===== config.mk =====
export PLATFORM = sky130hd
export DESIGN_NAME = pw_commit_seq
export DESIGN_NICKNAME = d
export VERILOG_FILES = /design/src/rtl/pw_pkg.sv /design/src/rtl/pw_addr_ptr.sv /design/src/rtl/pw_page_latch.sv /design/src/rtl/pw_commit_timer.sv /design/src/rtl/pw_commit_seq.sv
export SDC_FILE = /design/constraint.sdc
export NUM_CORES = 1
export LEC_CHECK = 0
export ABC_AREA = 1
export BUFFER_PORTS_ARGS = -buffer_cell sky130_fd_sc_hd__buf_2
export CAP_MARGIN = 20
export CELL_PAD_IN_SITES_DETAIL_PLACEMENT = 1
export CELL_PAD_IN_SITES_GLOBAL_PLACEMENT = 2
export CORE_AREA = 2 2 201 203
export CTS_BUF_LIST = sky130_fd_sc_hd__clkbuf_4
export CTS_CLUSTER_SIZE = 8
export DETAILED_ROUTE_END_ITERATION = 10
export DIE_AREA = 0 0 203 205
export HOLD_SLACK_MARGIN = 0.1
export PLACE_DENSITY = 0.87
export SYNTH_ARGS = -nofsm -noshare
export SYNTH_HDL_FRONTEND = slang
export SYNTH_HIERARCHICAL = 1
export SYNTH_SLANG_ARGS = --single-unit
export TNS_END_PERCENT = 50

===== constraint.sdc =====
create_clock -name clk -period 2.2 [get_ports clk]
set_input_delay 0.22 -clock clk [delete_from_list [all_inputs] [get_ports clk]]
set_output_delay 0.22 -clock clk [all_outputs]
set_load 0.01 [all_outputs]

===== src/rtl/pw_pkg.sv =====
package pw_pkg;
   typedef enum logic {
      TM_IDLE = 1'b0,
      TM_BUSY = 1'b1
   } tm_state_e;
endpackage


===== src/rtl/pw_addr_ptr.sv =====
module pw_addr_ptr #(
   parameter int ADDR_W     = 13,
   parameter int PAGE_BYTES = 32,
   localparam int IDX_W     = $clog2(PAGE_BYTES),
   localparam int ROW_W     = ADDR_W - IDX_W
) (
   input  logic              clk,
   input  logic              rst_n,
   input  logic              load,
   input  logic [ADDR_W-1:0] load_addr,
   input  logic              step,
   output logic [ROW_W-1:0]  row,
   output logic [IDX_W-1:0]  ofs
);
   initial begin : chk_params
      if ((1 << IDX_W) != PAGE_BYTES) $error("PAGE_BYTES must be a power of two");
      if (ADDR_W <= IDX_W) $error("ADDR_W must exceed the offset width");
   end

   always_ff @(posedge clk or negedge rst_n) begin
      if (!rst_n) begin
         row <= '0;
         ofs <= '0;
      end else if (load) begin
         row <= load_addr[ADDR_W-1:IDX_W];
         ofs <= load_addr[IDX_W-1:0];
      end else if (step) begin
         ofs <= ofs + 1'b1;
      end
   end

   // a step moves the offset by one modulo the page and leaves the row alone
   assert_ofs_wrap_R2: assert property (@(posedge clk) disable iff (!rst_n)
      (step && !load) |=> (ofs == IDX_W'($past(ofs) + 1'b1)) && $stable(row));
endmodule


===== src/rtl/pw_page_latch.sv =====
module pw_page_latch #(
   parameter int PAGE_BYTES = 32,
   parameter int DATA_W     = 8,
   localparam int IDX_W     = $clog2(PAGE_BYTES)
) (
   input  logic                  clk,
   input  logic                  rst_n,
   input  logic                  wr_en,
   input  logic [IDX_W-1:0]      wr_idx,
   input  logic [DATA_W-1:0]     wr_data,
   input  logic                  clr,
   input  logic [IDX_W-1:0]      rd_idx,
   output logic [DATA_W-1:0]     rd_data,
   output logic                  rd_valid,
   output logic [PAGE_BYTES-1:0] vmask
);
   logic [DATA_W-1:0] dat_arr [PAGE_BYTES];

   for (genvar i = 0; i < PAGE_BYTES; i++) begin : g_entry
      logic              v_q;
      logic [DATA_W-1:0] d_q;
      always_ff @(posedge clk or negedge rst_n) begin
         if (!rst_n) begin
            v_q <= 1'b0;
            d_q <= '0;
         end else if (clr) begin
            v_q <= 1'b0;
         end else if (wr_en && (wr_idx == IDX_W'(i))) begin
            v_q <= 1'b1;
            d_q <= wr_data;
         end
      end
      assign vmask[i]   = v_q;
      assign dat_arr[i] = d_q;
   end

   assign rd_data  = dat_arr[rd_idx];
   assign rd_valid = vmask[rd_idx];

   // a clear leaves every entry empty
   assert_clear_empties_R3: assert property (@(posedge clk) disable iff (!rst_n)
      clr |=> (vmask == '0));

   // a store marks its entry valid
   assert_store_marks_R1: assert property (@(posedge clk) disable iff (!rst_n)
      (wr_en && !clr) |=> vmask[$past(wr_idx)]);
endmodule


===== src/rtl/pw_commit_timer.sv =====
module pw_commit_timer
   import pw_pkg::*;
#(
   parameter int TW_CYCLES  = 1000,
   parameter int PAGE_BYTES = 32,
   localparam int IDX_W     = $clog2(PAGE_BYTES),
   localparam int CNT_W     = $clog2(TW_CYCLES + 1)
) (
   input  logic             clk,
   input  logic             rst_n,
   input  logic             go,
   output logic             busy,
   output logic             done,
   output logic             walk_active,
   output logic [IDX_W-1:0] walk_idx
);
   localparam logic [CNT_W-1:0] LAST = CNT_W'(TW_CYCLES);
   localparam logic [CNT_W-1:0] WALK = CNT_W'(PAGE_BYTES);

   initial begin : chk_params
      if (TW_CYCLES < PAGE_BYTES) $error("TW_CYCLES must cover the page walk");
   end

   tm_state_e        state_q;
   logic [CNT_W-1:0] cnt_q;

   always_ff @(posedge clk or negedge rst_n) begin
      if (!rst_n) begin
         state_q <= TM_IDLE;
         cnt_q   <= '0;
      end else begin
         unique case (state_q)
            TM_IDLE: if (go) begin
               state_q <= TM_BUSY;
               cnt_q   <= '0;
            end
            TM_BUSY: if (cnt_q == LAST) state_q <= TM_IDLE;
                     else               cnt_q   <= cnt_q + 1'b1;
            default: state_q <= TM_IDLE;
         endcase
      end
   end

   assign busy        = (state_q == TM_BUSY);
   assign done        = busy && (cnt_q == LAST);
   assign walk_active = busy && (cnt_q < WALK);
   assign walk_idx    = cnt_q[IDX_W-1:0];

   // the window always closes after the full count
   assert_busy_len_R6: assert property (@(posedge clk) disable iff (!rst_n)
      $fell(busy) |-> ($past(cnt_q) == LAST));

   // a window opens only on request
   assert_busy_open_R6: assert property (@(posedge clk) disable iff (!rst_n)
      $rose(busy) |-> $past(go));
endmodule


===== src/rtl/pw_commit_seq.sv =====
module pw_commit_seq #(
   parameter int ADDR_W     = 13,
   parameter int DATA_W     = 8,
   parameter int PAGE_BYTES = 32,
   parameter int TW_CYCLES  = 1000
) (
   input  logic              clk,
   input  logic              rst_n,
   input  logic              cmd_start,
   input  logic [ADDR_W-1:0] start_addr,
   input  logic              byte_valid,
   input  logic [DATA_W-1:0] byte_data,
   input  logic              wp,
   input  logic              stop_in_slot,
   input  logic              stop_other,
   output logic              busy,
   output logic              arr_we,
   output logic [ADDR_W-1:0] arr_addr,
   output logic [DATA_W-1:0] arr_wdata
);
   localparam int IDX_W = $clog2(PAGE_BYTES);
   localparam int ROW_W = ADDR_W - IDX_W;

   logic                  idle, take, keep, load, clr, go, done;
   logic                  walk_active, rd_valid;
   logic [IDX_W-1:0]      walk_idx, ofs;
   logic [ROW_W-1:0]      row;
   logic [PAGE_BYTES-1:0] vmask;
   logic [DATA_W-1:0]     rd_data;

   assign idle = !busy;
   assign take = byte_valid && idle;
   assign keep = take && !wp;
   assign load = cmd_start && idle;
   assign clr  = (idle && (cmd_start || stop_other)) || done;
   assign go   = idle && stop_in_slot && !stop_other && ((|vmask) || keep);

   pw_addr_ptr #(.ADDR_W(ADDR_W), .PAGE_BYTES(PAGE_BYTES)) u_ptr (
      .clk(clk), .rst_n(rst_n), .load(load), .load_addr(start_addr),
      .step(take && !load), .row(row), .ofs(ofs));

   pw_page_latch #(.PAGE_BYTES(PAGE_BYTES), .DATA_W(DATA_W)) u_latch (
      .clk(clk), .rst_n(rst_n), .wr_en(keep), .wr_idx(ofs), .wr_data(byte_data),
      .clr(clr), .rd_idx(walk_idx), .rd_data(rd_data), .rd_valid(rd_valid),
      .vmask(vmask));

   pw_commit_timer #(.TW_CYCLES(TW_CYCLES), .PAGE_BYTES(PAGE_BYTES)) u_timer (
      .clk(clk), .rst_n(rst_n), .go(go), .busy(busy), .done(done),
      .walk_active(walk_active), .walk_idx(walk_idx));

   assign arr_we    = walk_active && rd_valid;
   assign arr_addr  = {row, walk_idx};
   assign arr_wdata = rd_data;

   // array strobes stay inside the window and before its last cycle
   assert_we_in_window_R7: assert property (@(posedge clk) disable iff (!rst_n)
      arr_we |-> (busy && !done));

   // the latch is empty once the window closes
   assert_done_empties_R7: assert property (@(posedge clk) disable iff (!rst_n)
      $fell(busy) |-> (vmask == '0));

   // nothing moves the pointer while busy
   assert_bus_ignored_R4: assert property (@(posedge clk) disable iff (!rst_n)
      busy |=> ($stable(ofs) && $stable(row)));

   // protected bytes never enter the latch
   assert_wp_no_store_R5: assert property (@(posedge clk) disable iff (!rst_n)
      (wp && idle && !cmd_start && !stop_other) |=> $stable(vmask));

   // a window only follows a stop in the right slot
   assert_commit_cause_R3: assert property (@(posedge clk) disable iff (!rst_n)
      $rose(busy) |-> $past(stop_in_slot));
endmodule


; Word-level counts from Yosys, hierarchy flattened
; Cells that the tools add are included.
[word_totals]
regBits = 312
latchBits = 0
ramBits = 0
romBits = 0
inputBits = 28
output_inout_bits = 23
word_cells = 305
n_memories = 0
[classes]
n_addsub = 2
n_mul = 0
n_div = 0
order_cmp = 3
eq_ne = 34
shift = 0
mux = 77
bitwise_logic = 3
reduce_logical = 118
[op_table]
columns = operator, count
row1 = $eq A5 B5 Y1 const B, 16
row2 = $mux W1, 67
row3 = $reduce_and A2 Y1, 33
row4 = $reduce_bool A2 Y1, 33
row5 = $logic_and A1 B1 Y1, 43
row6 = $bmux W8 S5, 1
row7 = $eq A5 B4 Y1 const B, 8
row8 = $reduce_or A32 Y1, 1
row9 = $eq A5 B3 Y1 const B, 4
row10 = $mux W10, 2
row11 = $pmux W10 S2, 1
row12 = $mux W8, 2
row13 = $add A10 B1 Y10 const B, 1
row14 = $eq A10 B10 Y1 const B, 1
row15 = $eq A5 B2 Y1 const B, 2
row16 = $lt A10 B6 Y1 const B, 1
row17 = $mux W5, 2
row18 = $ge A6 B6 Y1 const B, 1
row19 = $lt A5 B6 Y1 const B, 1
row20 = $not A5 Y6, 1
row21 = $add A5 B1 Y5 const B, 1
row22 = $bmux W1 S5, 1
row23 = $eq A5 B1 Y1 const B, 1
row24 = $logic_not A5 Y1, 1
row25 = other kinds (5), 12

; Longest topological paths before layout
; Gate-level depths: netlist of the first run.
[logic_depth]
ltp_word = 7
depth_mapped = 16
mapped_depth_nobuf = 14

; Cells and area by module
; The synthesis of the first run kept the hierarchy.
[by_module_without_submodules]
columns = mod, instances, cells_each, area_per_inst_um2, seq_area_each_um2
row1 = pw_page_latch, 1, 1714, 13669.4, 7206.9
row2 = pw_commit_timer, 1, 119, 797.0, 275.3
row3 = pw_addr_ptr, 1, 53, 625.6, 325.3
row4 = pw_commit_seq, 1, 45, 176.4, 0.0

; Worst setup path after synthesis of the first run
; Ideal clock, no wire load.
[synth_path]
path_type = register -> register
from = register u_timer.cnt_q[0]
to = register u_latch.g_entry[11].d_q[7]
setup_time_ps = 133
arrival_ps = 1866
required_ps = 2067
setup_slack_ps = 201
stages_incl_launch_ff = 17
path_buffers = 2
period_less_slack_ps = 1999
path_cell_list = dfrtp_1 > inv_1 > ha_1 > nand2_1 > nor2_1 > inv_1 > nor2_1 > a21oi_1 > nand2_1 > clkinv_2 > nand2_2 > nor2_4 > buf_12 > nand2_2 > buf_6 > nand2_1 > o21ai_0
[synth_between]
elab_chain_len = 5
[synth_lines]
columns = item, line
row1 = "start, declared", pw_commit_timer.sv:25  ; logic [CNT_W-1:0] cnt_q;
row2 = "start signal, assigned", pw_commit_timer.sv:38  ; else cnt_q <= cnt_q + 1'b1;
row3 = $eq A10 B10 Y1, pw_commit_timer.sv:45  ; assign done = busy && (cnt_q == LAST);
row4 = $logic_and A1 B1 Y1, pw_commit_timer.sv:45
row5 = named net done, pw_commit_seq.sv:24  ; logic idle, take, keep, load, clr, go, done;
row6 = $logic_or A1 B1 Y1, pw_commit_seq.sv:35  ; assign clr = (idle && (cmd_start || stop_other)) || done;
row7 = named net clr, pw_commit_seq.sv:24
row8 = $not A1 Y1 (no line), -
row9 = $reduce_and A2 Y1 (no line), -
row10 = "end signal, assigned", pw_page_latch.sv:30  ; d_q <= wr_data;
row11 = "end, declared", pw_page_latch.sv:21  ; logic [DATA_W-1:0] d_q;
; The timed path passes the listed nets, and every way through them passes these cells.
; A chain may end at the register's enable or synchronous reset.

; Worst setup path in the final report of the first run
[layout_path]
from = register u_timer.cnt_q[1]
to = output arr_wdata[0]
[layout_between]
elab_chain_len = 4
[layout_lines]
columns = item, line
row1 = $not A5 Y6 (not written as such), pw_page_latch.sv:37  ; assign rd_data = dat_arr[rd_idx];
row2 = $bmux W8 S5, pw_page_latch.sv:37
row3 = $mux W8 (not written as such) (2 in a row), pw_page_latch.sv:37
row4 = "end, declared", pw_commit_seq.sv:19  ; output logic [DATA_W-1:0] arr_wdata
; Every way passes these cells. The select of a mux whose other input is x is not followed.

==> results.sh, run 1 <==
export IMPL_status="finished, violations left"
export IMPL_violations_in_the_final_reports="negative setup slack"
export IMPL_cp_cell_sequence="inv_6, buf_4, buf_4, nand3_1, nand3_1, nand2_1, nand2_1, nand2_1, nand2_2, nand2_1, buf_2"
export IMPL_cts_max_level=3
export IMPL_cts_root_buf="clkbuf_4"
export IMPL_post_synth_instance_area_sq_mm=0.0153
export IMPL_cellLeakagePower_nw=9.16
export IMPL_final_setup_viol_count=290
export IMPL_first_global_vias=14800
export IMPL_reg2reg_setup_slack_ns=-0.28
export IMPL_maxCapViolCount=0
export IMPL_crit_family="buffers and inverters"
export IMPL_detail_route_wirelength_um=55600
export IMPL_holdCritPathClass="input port to flip-flop"
export IMPL_synth_cell_types=36
export IMPL_remaining_drc_errors=0
export IMPL_netlist_area_leader_share_pct=51.1
export IMPL_fp_coreArea_sq_mm=0.0394
export IMPL_ant_nets=0
export IMPL_syn_instance_count=1931
export IMPL_synth_nets=1962
export IMPL_crit_top_cell="nand2_1"
export IMPL_post_drt_via_cell_ratio=5.35
export IMPL_vias=14200
export IMPL_clock_tree_from_tritoncts="done"
export IMPL_m1WireLength_um=23800
export IMPL_fin_nets=2085
export IMPL_p_per_area_mw_per_mm2=1300
export IMPL_grt_use_total_pct=26.1
export IMPL_floorplan_io_pins=51
export IMPL_vdd_drop_max_v=0.000594
export IMPL_crit_share_post_route_pct=130
export IMPL_worst_hold_slack_ns=0.222
export IMPL_slew_limit_headroom_pct=37.1
export IMPL_critical_path_max_stage_delay_ns=0.57
export IMPL_die_w_um=203
export IMPL_ff_latch_area_sq_mm=0.00782
export IMPL_number_of_cts_inserted_buffers=90
export IMPL_start_util_pct=38.8
export IMPL_setup_repair_after_global_routing_missed_its_margin="yes"
export IMPL_port_buffers=50
export IMPL_worst_slew_pin_transition_ns=0.940
export IMPL_fmax_mhz=349
export IMPL_clock_path_buffers=3
export IMPL_dpl_instance_area_sq_mm=0.0161
export IMPL_setup_total_negative_slack_ns=-45.30
export IMPL_ys_seq_elements=312
export IMPL_most_frequent_standard_cell_in_the_layout_excluding_fill_and_tap_cells="nand2_1"
export IMPL_cpMaxStageDelayCell="dfrtp_4"
export IMPL_layout_min_cycle_time_ns=2.87
export IMPL_cp_arrival_ns=2.65
export IMPL_crit_path_max_fanout=10
export IMPL_tritoncts_num_sinks=312
export IMPL_worstSetupStartpointType="flip-flop"
export IMPL_placementRows=73
export IMPL_gpl_final_weighted_congestion=0.801
export IMPL_area_delta_synth_final_pct=22.7
export IMPL_die_ht_um=205
export IMPL_final_cell_mix="nand2_1 (766), dfrtp_1 (309), nand3_1 (221), o21ai_0 (217), clkbuf_4 (135)"
export IMPL_synthTopCellsByArea="dfrtp_1 (51%), nand2_1 (20%), o21ai_0 (7.8%)"
export IMPL_clkSlewWorstSetupHoldPaths_ns=0.07
export IMPL_worstSetupEndpointType="primary output"
export IMPL_drv_slew=0
export IMPL_finished_cell_area_sq_mm=0.0187
export IMPL_synth_yosys_warnings=6
export IMPL_layout_filler_cells=4703
export IMPL_post_synthesis_cell_type_with_the_largest_combined_area="dfrtp_1"
export IMPL_drt_iter0_drc=936
export IMPL_dpl_worst_slack_ns=-0.0638
export IMPL_syn_area_per_cell_sq_um=7.91
export IMPL_grt_max_degree=73
export IMPL_dieArea_sq_mm=0.0416
export IMPL_wire_per_inst_um=21.0
export IMPL_cp_num_buf_inv=4
export IMPL_timing_clock_skew_ns=0.0785
export IMPL_drive_above_1_share_pct=19.1
export IMPL_detailedRoute_firstPassIterationCount=8
export IMPL_synth_yosys_seq_area_share_pct=51.1
export IMPL_highest_layer="met4"
export IMPL_report_final_hold_viol_count=0
export IMPL_worst_path_required_ns=1.98
export IMPL_grt_pass1_wl_um=83500
export IMPL_critPathKind="flip-flop to primary output"
export IMPL_dp_cells=2419
export IMPL_clk_latency_ns=0.83
export IMPL_grt_antenna_before_repair=1
export IMPL_globalRouteOverflowTotal=0
export IMPL_wl_met2_um=27800
export IMPL_post_layout_nonfiller_instances=2647
export IMPL_final_critical_path_setup_slack_ns=-0.667
export IMPL_dp_hpwl_um=30300
export IMPL_met3_wirelength_um=2340
export IMPL_multi_input_comb_area_sq_mm=0.00662
through the flow:
step | util (%) | power [mW]
floorplan | - | 13.5
global placement | 40.9 | 16.6
detailed placement | 40.9 | 16.9
CTS | 46.1 | 23.3
global route | 47.6 | 25.9
finish | 47.6 | 24.4
layer usage:
metal / GRT usage, % / vias to the layer above
li1: - / 6508
met1: 32.2 / 7158
met2: 44.8 / 383
met3: 4.84 / 108
met4: 11.2 / 0
met5: 0 / -
path summary, 6_finish.rpt:
path | startpoint | endpoint | cells past startpoint
max | u_timer/cnt_q[1] | arr_wdata[0] | 11
min | start_addr[6] | u_ptr/row[1] | 3
max reg2reg | u_timer/cnt_q[0] | u_latch/g_entry[6].d_q[1] | 17
min reg2reg | u_latch/g_entry[21].d_q[1] | u_latch/g_entry[21].d_q[1] | 2
max in group asynchronous | rst_n | u_latch/g_entry[21].d_q[4] | 4
min in group asynchronous | rst_n | u_latch/g_entry[27].d_q[0] | 3
cell families (layout without fill, tap and decap cells):
kind of cell	after synthesis	in the layout	share of synthesized area, %
AOI/OAI and AO/OA	272	272	9.06
xor gates and xnor gates	2	2	0.115
adders and majority gates	3	3	0.246
buffers and inverters	205	392	7.67
DFF	312	312	51.1
muxes	8	8	0.713
other	0	3	0
and+or+nand+nor	1129	1130	31.1
area by class of cell:
type / count / area share [%]
clock buffer: 135 / 5.41
multi-input combinational: 1415 / 35.3
timing repair buffer: 190 / 12.5
antenna: 3 / 0.0401
tap: 525 / 3.51
inverter: 45 / 1.00
sequential: 312 / 41.7
clock inverter: 22 / 0.454
cells in the mapped netlist, drive strengths merged:
master,count
a21boi,2
o21ai,265
nand3,236
or2,2
a21oi,1
mux2,8
buf,115
clkinv,4
nor3,1
nand4,4
a22oi,2
nor2,56
xnor2,1
xor2,1
clkbuf,45
inv,41
dfrtp,312
nand2,830
ha,3
o21bai,2
where the power goes:
part	internal (mW)	total, mW	switching (mW)
combinational	4.05	10.7	6.61
sequential	7.22	8.30	1.08
clock	2.78	5.40	2.62
timing repair:
item,CTS,global route
gates cloned,12,12
pin swaps,3,6
hold buffers,32,0
gates resized for setup,56,76
buffers inserted,8,4
hold endpoints to repair,592,0
endpoints found under the setup margin,77,301
state kept, by name, indices dropped and copies added, names as in the netlist:
signal and cells:
u_latch/g_entry.d_q 256, u_latch/g_entry.v_q 32, u_ptr/ofs 5, u_ptr/row 8
u_timer/busy 1, u_timer/cnt_q 10
worst register-to-register path: cells and delay by family (launching register included):
family                     cells  cell delay, ns
adders and majority gates      1            0.19
AOI/OAI and AO/OA              2            0.21
and+or+nand+nor                8            0.61
DFF                            1            0.51
buffers and inverters          6            0.79
Note: power is estimated with default switching activity, not from simulation.
==> run 2, diff against run 1 <==
- CORE_AREA: 2 2 201 203 -> 2 2 212 214
- DIE_AREA: 0 0 203 205 -> 0 0 214 216
- PLACE_DENSITY: 0.87 -> 0.82
- clock period: 2.2 -> 2.3 ns (I/O delays scaled with it)
==> run 2 against run 1 <==
The run still ends with negative setup slack left. Worst setup slack gained 0.0012 ns. Clock skew is 0.019 ns lower. Register-to-register slack worse by 0.04 ns. Non-clock buffer count increased by 62. Die area rose by 11%. Sequential power is 3.6% lower. Via count grew 8.2%. Utilization increased by 0.81 points. Critical path depth rose by 1. Cell area up 13%. First-iteration DRC count is 33% higher. Critical endpoint is now arr_wdata[5]. Largest cell class is now multi-input gates. Highest routed layer unchanged.
==> results.sh, run 2 (synthesis gave the netlist of run 1 again) <==
export IMPL_number_of_cts_inserted_buffers=89
export IMPL_clock_tree_from_tritoncts="done"
export IMPL_wire_per_inst_um=23.9
export IMPL_final_setup_viol_count=286
export IMPL_finished_cell_area_sq_mm=0.0212
export IMPL_layout_min_cycle_time_ns=2.97
export IMPL_cellLeakagePower_nw=9.84
export IMPL_dieArea_sq_mm=0.0462
export IMPL_die_ht_um=216
export IMPL_timing_clock_skew_ns=0.0594
export IMPL_violations_in_the_final_reports="negative setup slack"
export IMPL_regMostFlops="u_latch/g_entry.d_q"
export IMPL_most_frequent_standard_cell_in_the_layout_excluding_fill_and_tap_cells="nand2_1"
export IMPL_post_drt_via_cell_ratio=5.48
export IMPL_vias=15300
export IMPL_slew_limit_headroom_pct=25.9
export IMPL_area_delta_synth_final_pct=38.9
export IMPL_vdd_drop_max_v=0.000665
export IMPL_placementRows=77
export IMPL_cts_max_level=3
export IMPL_grt_pass1_wl_um=88500
export IMPL_dpl_worst_slack_ns=-0.360
export IMPL_first_global_vias=15200
export IMPL_tritoncts_num_sinks=312
export IMPL_clk_latency_ns=0.80
export IMPL_holdCritPathClass="input port to flip-flop"
export IMPL_final_cell_mix="nand2_1 (658), dfrtp_1 (309), nand3_1 (185), nand2_2 (130), o21ai_0 (129)"
export IMPL_fp_coreArea_sq_mm=0.0438
export IMPL_drive_above_1_share_pct=30.4
export IMPL_gpl_final_weighted_congestion=0.802
export IMPL_report_final_hold_viol_count=0
export IMPL_floorplan_io_pins=51
export IMPL_dpl_instance_area_sq_mm=0.0161
export IMPL_die_w_um=214
export IMPL_ant_nets=0
export IMPL_worst_path_required_ns=2.07
export IMPL_clkSlewWorstSetupHoldPaths_ns=0.06
export IMPL_largestRegisters="u_latch/g_entry.d_q x256, u_latch/g_entry.v_q x32, u_timer/cnt_q x10"
export IMPL_worst_slew_pin_transition_ns=1.11
export IMPL_cts_root_buf="clkbuf_4"
export IMPL_cp_arrival_ns=2.74
export IMPL_start_util_pct=34.8
export IMPL_grt_max_degree=63
export IMPL_fin_nets=2175
export IMPL_remaining_drc_errors=0
export IMPL_maxCapViolCount=0
export IMPL_critPathKind="flip-flop to primary output"
export IMPL_crit_share_post_route_pct=129
export IMPL_worstSetupEndpointType="primary output"
export IMPL_post_route_util_pct=48.4
export IMPL_detail_route_wirelength_um=66700
export IMPL_drv_slew=0
export IMPL_status="finished, violations left"
export IMPL_final_critical_path_setup_slack_ns=-0.666
export IMPL_grt_antenna_before_repair=1
export IMPL_number_of_flip_flops_in_the_largest_register=256
export IMPL_fmax_mhz=337
export IMPL_port_buffers=50
export IMPL_clock_path_buffers=3
export IMPL_globalRouteOverflowTotal=0
export IMPL_crit_path_max_fanout=11
export IMPL_dp_hpwl_um=30600
export IMPL_worstSetupStartpointType="flip-flop"
export IMPL_grt_use_total_pct=24.7
export IMPL_p_per_area_mw_per_mm2=1250
export IMPL_drt_iter0_drc=1245
export IMPL_setup_repair_after_global_routing_missed_its_margin="yes"
export IMPL_detailedRoute_firstPassIterationCount=6
==> run 2: cell types whose count changed in the layout (fill, tap and decap cells not counted), moves of 17 or more <==
cell and change:
buf_6 +17, nand2_1 -108, nand2_2 +92, nand2_8 +31, nand3_1 -36, nand3_2 +34
o21ai_0 -88, o21ai_1 +65, o21ai_2 +22
==> run 2: area by class of cell <==
cell class	count	area (sq um)
repair inverters	1	30.0
multi-input cells	1443	7890
clock buffers	128	961
diodes	1	2.50
fillers	5062	22600
flip-flops and latches	312	7820
clock inverters	20	83.8
well taps	592	741
repair buffers	252	3490
inverters	45	208
==> run 2: through the flow <==
stage	total power, mW	std cells	hold WS (ns)	TNS (ns)
after floorplan	12.9	1931	-0.0656	0
after detailed placement	16.2	2484	0.256	-55.80
after CTS	24.1	2717	0.131	-7.31
final	26.6	2794	0.173	-45.08
after global routing	27.8	2794	0.175	-78.39
after global placement	16.0	2484	0.250	-45.49
==> run 2: path summary, 6_finish.rpt <==
| kind | start | to | slack [ns] | cells after the start |
|---|---|---|---|---|
| setup / recovery | u_timer/cnt_q[0] | arr_wdata[5] | -0.67 | 12 |
| max in group asynchronous | rst_n | u_latch/g_entry[14].d_q[5] | 0.95 | 4 |
| setup reg to reg | u_timer/cnt_q[1] | u_latch/g_entry[12].d_q[5] | -0.32 | 20 |
| min in group asynchronous | rst_n | u_latch/g_entry[5].d_q[4] | 0.56 | 3 |
| hold reg to reg | u_latch/g_entry[16].d_q[5] | u_latch/g_entry[16].d_q[5] | 0.49 | 2 |
| hold / removal | stop_other | u_timer/busy | 0.17 | 7 |
==> run 2: power by group <==
part / total, mW / internal [mW] / switching (mW)
Sequential: 8.00 / 6.91 / 1.10
Combinational: 13.5 / 5.45 / 8.01
Clock: 5.12 / 2.53 / 2.59
==> run 2: critical path, stage by stage (launching register included) <==
cell,delay [ns]
dfrtp_4,0.46
buf_12,0.20
buf_12,0.17
buf_16,0.17
nand2_1,0.09
nand3_1,0.12
nand3_2,0.14
nand2_1,0.11
nand2_1,0.07
nand2_1,0.10
nand2_1,0.07
nand2_2,0.12
buf_6,0.11
==> run 2: layer usage <==
metal	part of all wire (%)	global-route usage, %
met4	4.0	10.2
met3	6.6	4.86
met5	0	0
met1	40	30.7
met2	49	42.1
==> run 2: timing repair <==
action | in CTS | in global routing
endpoints found under the setup margin | 292 | 276
pin swaps | 27 | 52
hold buffers | 31 | 0
gates cloned | 29 | 44
resized for setup | 231 | 298
setup buffers | 26 | 35
endpoints found under the hold margin | 588 | 0
==> run 3, diff against run 2 <==
- SETUP_SLACK_MARGIN: default -> 0.4
==> run 3 against run 2 <==
The run still ends with negative setup slack left. Sequential cell count did not move. Power fell by 0.45%. Register-to-register slack got worse by 0.48 ns. Critical path depth rose by 12. Largest cell class unchanged. Highest routed layer unchanged.
==> results.sh, run 3 (synthesis gave the netlist of run 1 again) <==
export IMPL_status="finished, violations left"
export IMPL_violations_in_the_final_reports="negative setup slack"
export IMPL_cellLeakagePower_nw=9.76
export IMPL_dpl_worst_slack_ns=-0.224
export IMPL_reg2reg_setup_slack_ns=-0.80
export IMPL_timing_clock_skew_ns=0.0578
export IMPL_layout_filler_cells=5039
export IMPL_crit_share_post_route_pct=135
export IMPL_detailedRoute_firstPassIterationCount=5
export IMPL_detail_route_wirelength_um=66000
export IMPL_clockPowerShare_pct=19.9
export IMPL_setup_total_negative_slack_ns=-170.09
export IMPL_critPathKind="flip-flop to flip-flop"
export IMPL_port_buffers=50
export IMPL_wire_per_inst_um=23.8
export IMPL_final_cell_mix="nand2_1 (627), dfrtp_1 (309), nand3_1 (173), nand2_2 (141), clkbuf_4 (126)"
export IMPL_grt_max_degree=70
export IMPL_maxCapViolCount=0
export IMPL_crit_path_max_fanout=8
export IMPL_area_delta_synth_final_pct=39.7
export IMPL_slew_limit_headroom_pct=37.9
export IMPL_dpl_instance_area_sq_mm=0.0161
export IMPL_worst_path_required_ns=3.00
export IMPL_post_route_util_pct=48.7
export IMPL_post_drt_via_cell_ratio=5.51
export IMPL_largestRegisters="u_latch/g_entry.d_q x256, u_latch/g_entry.v_q x32, u_timer/cnt_q x10"
export IMPL_holdCritPathClass="input port to flip-flop"
export IMPL_grt_use_total_pct=24.7
export IMPL_vdd_drop_max_v=0.000617
export IMPL_worst_slew_pin_transition_ns=0.928
export IMPL_share_seq_of_total_power_pct=30.4
export IMPL_die_ht_um=216
export IMPL_finalPower_mw=26.5
export IMPL_cts_max_level=3
export IMPL_regMostFlops="u_latch/g_entry.d_q"
export IMPL_clock_path_buffers=3
export IMPL_worstSetupStartpointType="flip-flop"
export IMPL_p_per_area_mw_per_mm2=1240
export IMPL_power_share_switching_pct=44.0
export IMPL_worst_hold_slack_ns=0.186
export IMPL_tritoncts_num_sinks=312
export IMPL_start_util_pct=34.8
export IMPL_cp_arrival_ns=3.80
export IMPL_drive_above_1_share_pct=32.9
export IMPL_grt_pass1_wl_um=88800
export IMPL_grt_antenna_before_repair=1
export IMPL_number_of_cts_inserted_buffers=91
export IMPL_die_w_um=214
export IMPL_layout_min_cycle_time_ns=3.10
export IMPL_final_critical_path_setup_slack_ns=-0.803
export IMPL_post_layout_nonfiller_instances=2772
export IMPL_remaining_drc_errors=0
export IMPL_report_final_hold_viol_count=0
export IMPL_first_global_vias=15300
export IMPL_gpl_final_weighted_congestion=0.822
export IMPL_finished_cell_area_sq_mm=0.0213
export IMPL_cell_internal_pwr_mw=14.8
export IMPL_vias=15300
export IMPL_drt_iter0_drc=1251
export IMPL_most_frequent_standard_cell_in_the_layout_excluding_fill_and_tap_cells="nand2_1"
export IMPL_drv_slew=0
export IMPL_dp_hpwl_um=30400
export IMPL_fp_coreArea_sq_mm=0.0438
export IMPL_power_combinational_fraction_pct=49.7
export IMPL_fmax_mhz=322
export IMPL_number_of_flip_flops_in_the_largest_register=256
export IMPL_globalRouteOverflowTotal=0
export IMPL_clock_tree_from_tritoncts="done"
export IMPL_placementRows=77
export IMPL_total_switching_power_mw=11.6
export IMPL_worstSetupEndpointType="flip-flop"
export IMPL_ant_nets=0
export IMPL_clk_latency_ns=0.84
export IMPL_fin_nets=2162
export IMPL_cts_root_buf="clkbuf_4"
export IMPL_dieArea_sq_mm=0.0462
export IMPL_final_setup_viol_count=304
export IMPL_setup_repair_after_global_routing_missed_its_margin="yes"
export IMPL_clkSlewWorstSetupHoldPaths_ns=0.07
export IMPL_dp_cells=2479
export IMPL_floorplan_io_pins=51
-- run 3: changes by cell type in the layout (fill, tap and decap cells not counted), sizes merged --
cell,before,now
nand2,859,848
buf,197,202
inv,45,43
clkinv,19,15
bufinv,0,2
bufbuf,2,1
clkinvlp,2,1
dlygate4sd3,31,26
clkbuf,150,145
-- run 3: path summary, 6_finish.rpt --
check | startpoint | end | cells past startpoint
setup / recovery | u_timer/cnt_q[0] | u_latch/g_entry[6].d_q[4] | 24
hold / removal | start_addr[9] | u_ptr/row[4] | 3
setup reg to reg | u_timer/cnt_q[0] | u_latch/g_entry[6].d_q[4] | 24
hold reg to reg | u_latch/g_entry[26].d_q[6] | u_latch/g_entry[26].d_q[6] | 2
max in group asynchronous | rst_n | u_latch/g_entry[23].d_q[5] | 4
min in group asynchronous | rst_n | u_latch/g_entry[19].d_q[7] | 3
-- run 3: critical path: stages, from the launching register on --
cell and delay, ns:
dfrtp_4 0.45, buf_6 0.10, buf_6 0.09, buf_6 0.08
buf_6 0.08, buf_6 0.08, buf_6 0.08, buf_6 0.09
inv_4 0.03, ha_4 0.15, nand2_4 0.06, nor2_4 0.04
inv_2 0.04, nor2_2 0.03, a21oi_2 0.12, nand2_2 0.11
inv_4 0.08, nand2_4 0.06, nor2_4 0.21, buf_12 0.20
buf_8 0.12, nand2_8 0.07, buf_4 0.20, buf_12 0.12
o21ai_0 0.26
-- run 3: final cells by class --
type,count,area (sq um),share of cell area [%]
clock buffers,126,946,4.43
inverters,45,215,1.01
clock inverters,15,114,0.534
repair inverters,1,16.3,0.0762
diodes,1,2.50,0.0117
multi-input cells,1432,8070,37.8
repair buffers,248,3410,16.0
flip-flops and latches,312,7820,36.6
well taps,592,741,3.47
-- run 3: repair_timing --
action / CTS / global route
gates resized for setup: 246 / 368
pin swaps: 7 / 47
endpoints found under the hold margin: 583 / 0
cloned: 38 / 31
setup endpoints to repair: 301 / 312
buffers inserted: 32 / 21
hold buffers: 26 / 0
-- run 3: layer usage --
metal / GRT usage (%) / vias to the layer above / share of wire, %
met5: 0 / - / 0
met4: 10.6 / 0 / 4.1
met3: 4.38 / 180 / 6.5
met2: 41.1 / 624 / 49
met1: 31.8 / 7752 / 40
li1: - / 6705 / -
-- run 3: power groups by stage --
stage / Combinational [mW] / Clock, mW / Sequential (mW)
after global placement: 8.17 / 0 / 7.80
after CTS: 10.2 / 5.28 / 7.80
after floorplan: 5.26 / 0 / 7.68
after global routing: 13.9 / 5.68 / 8.19
final: 13.1 / 5.28 / 8.03
after detailed placement: 8.36 / 0 / 7.85
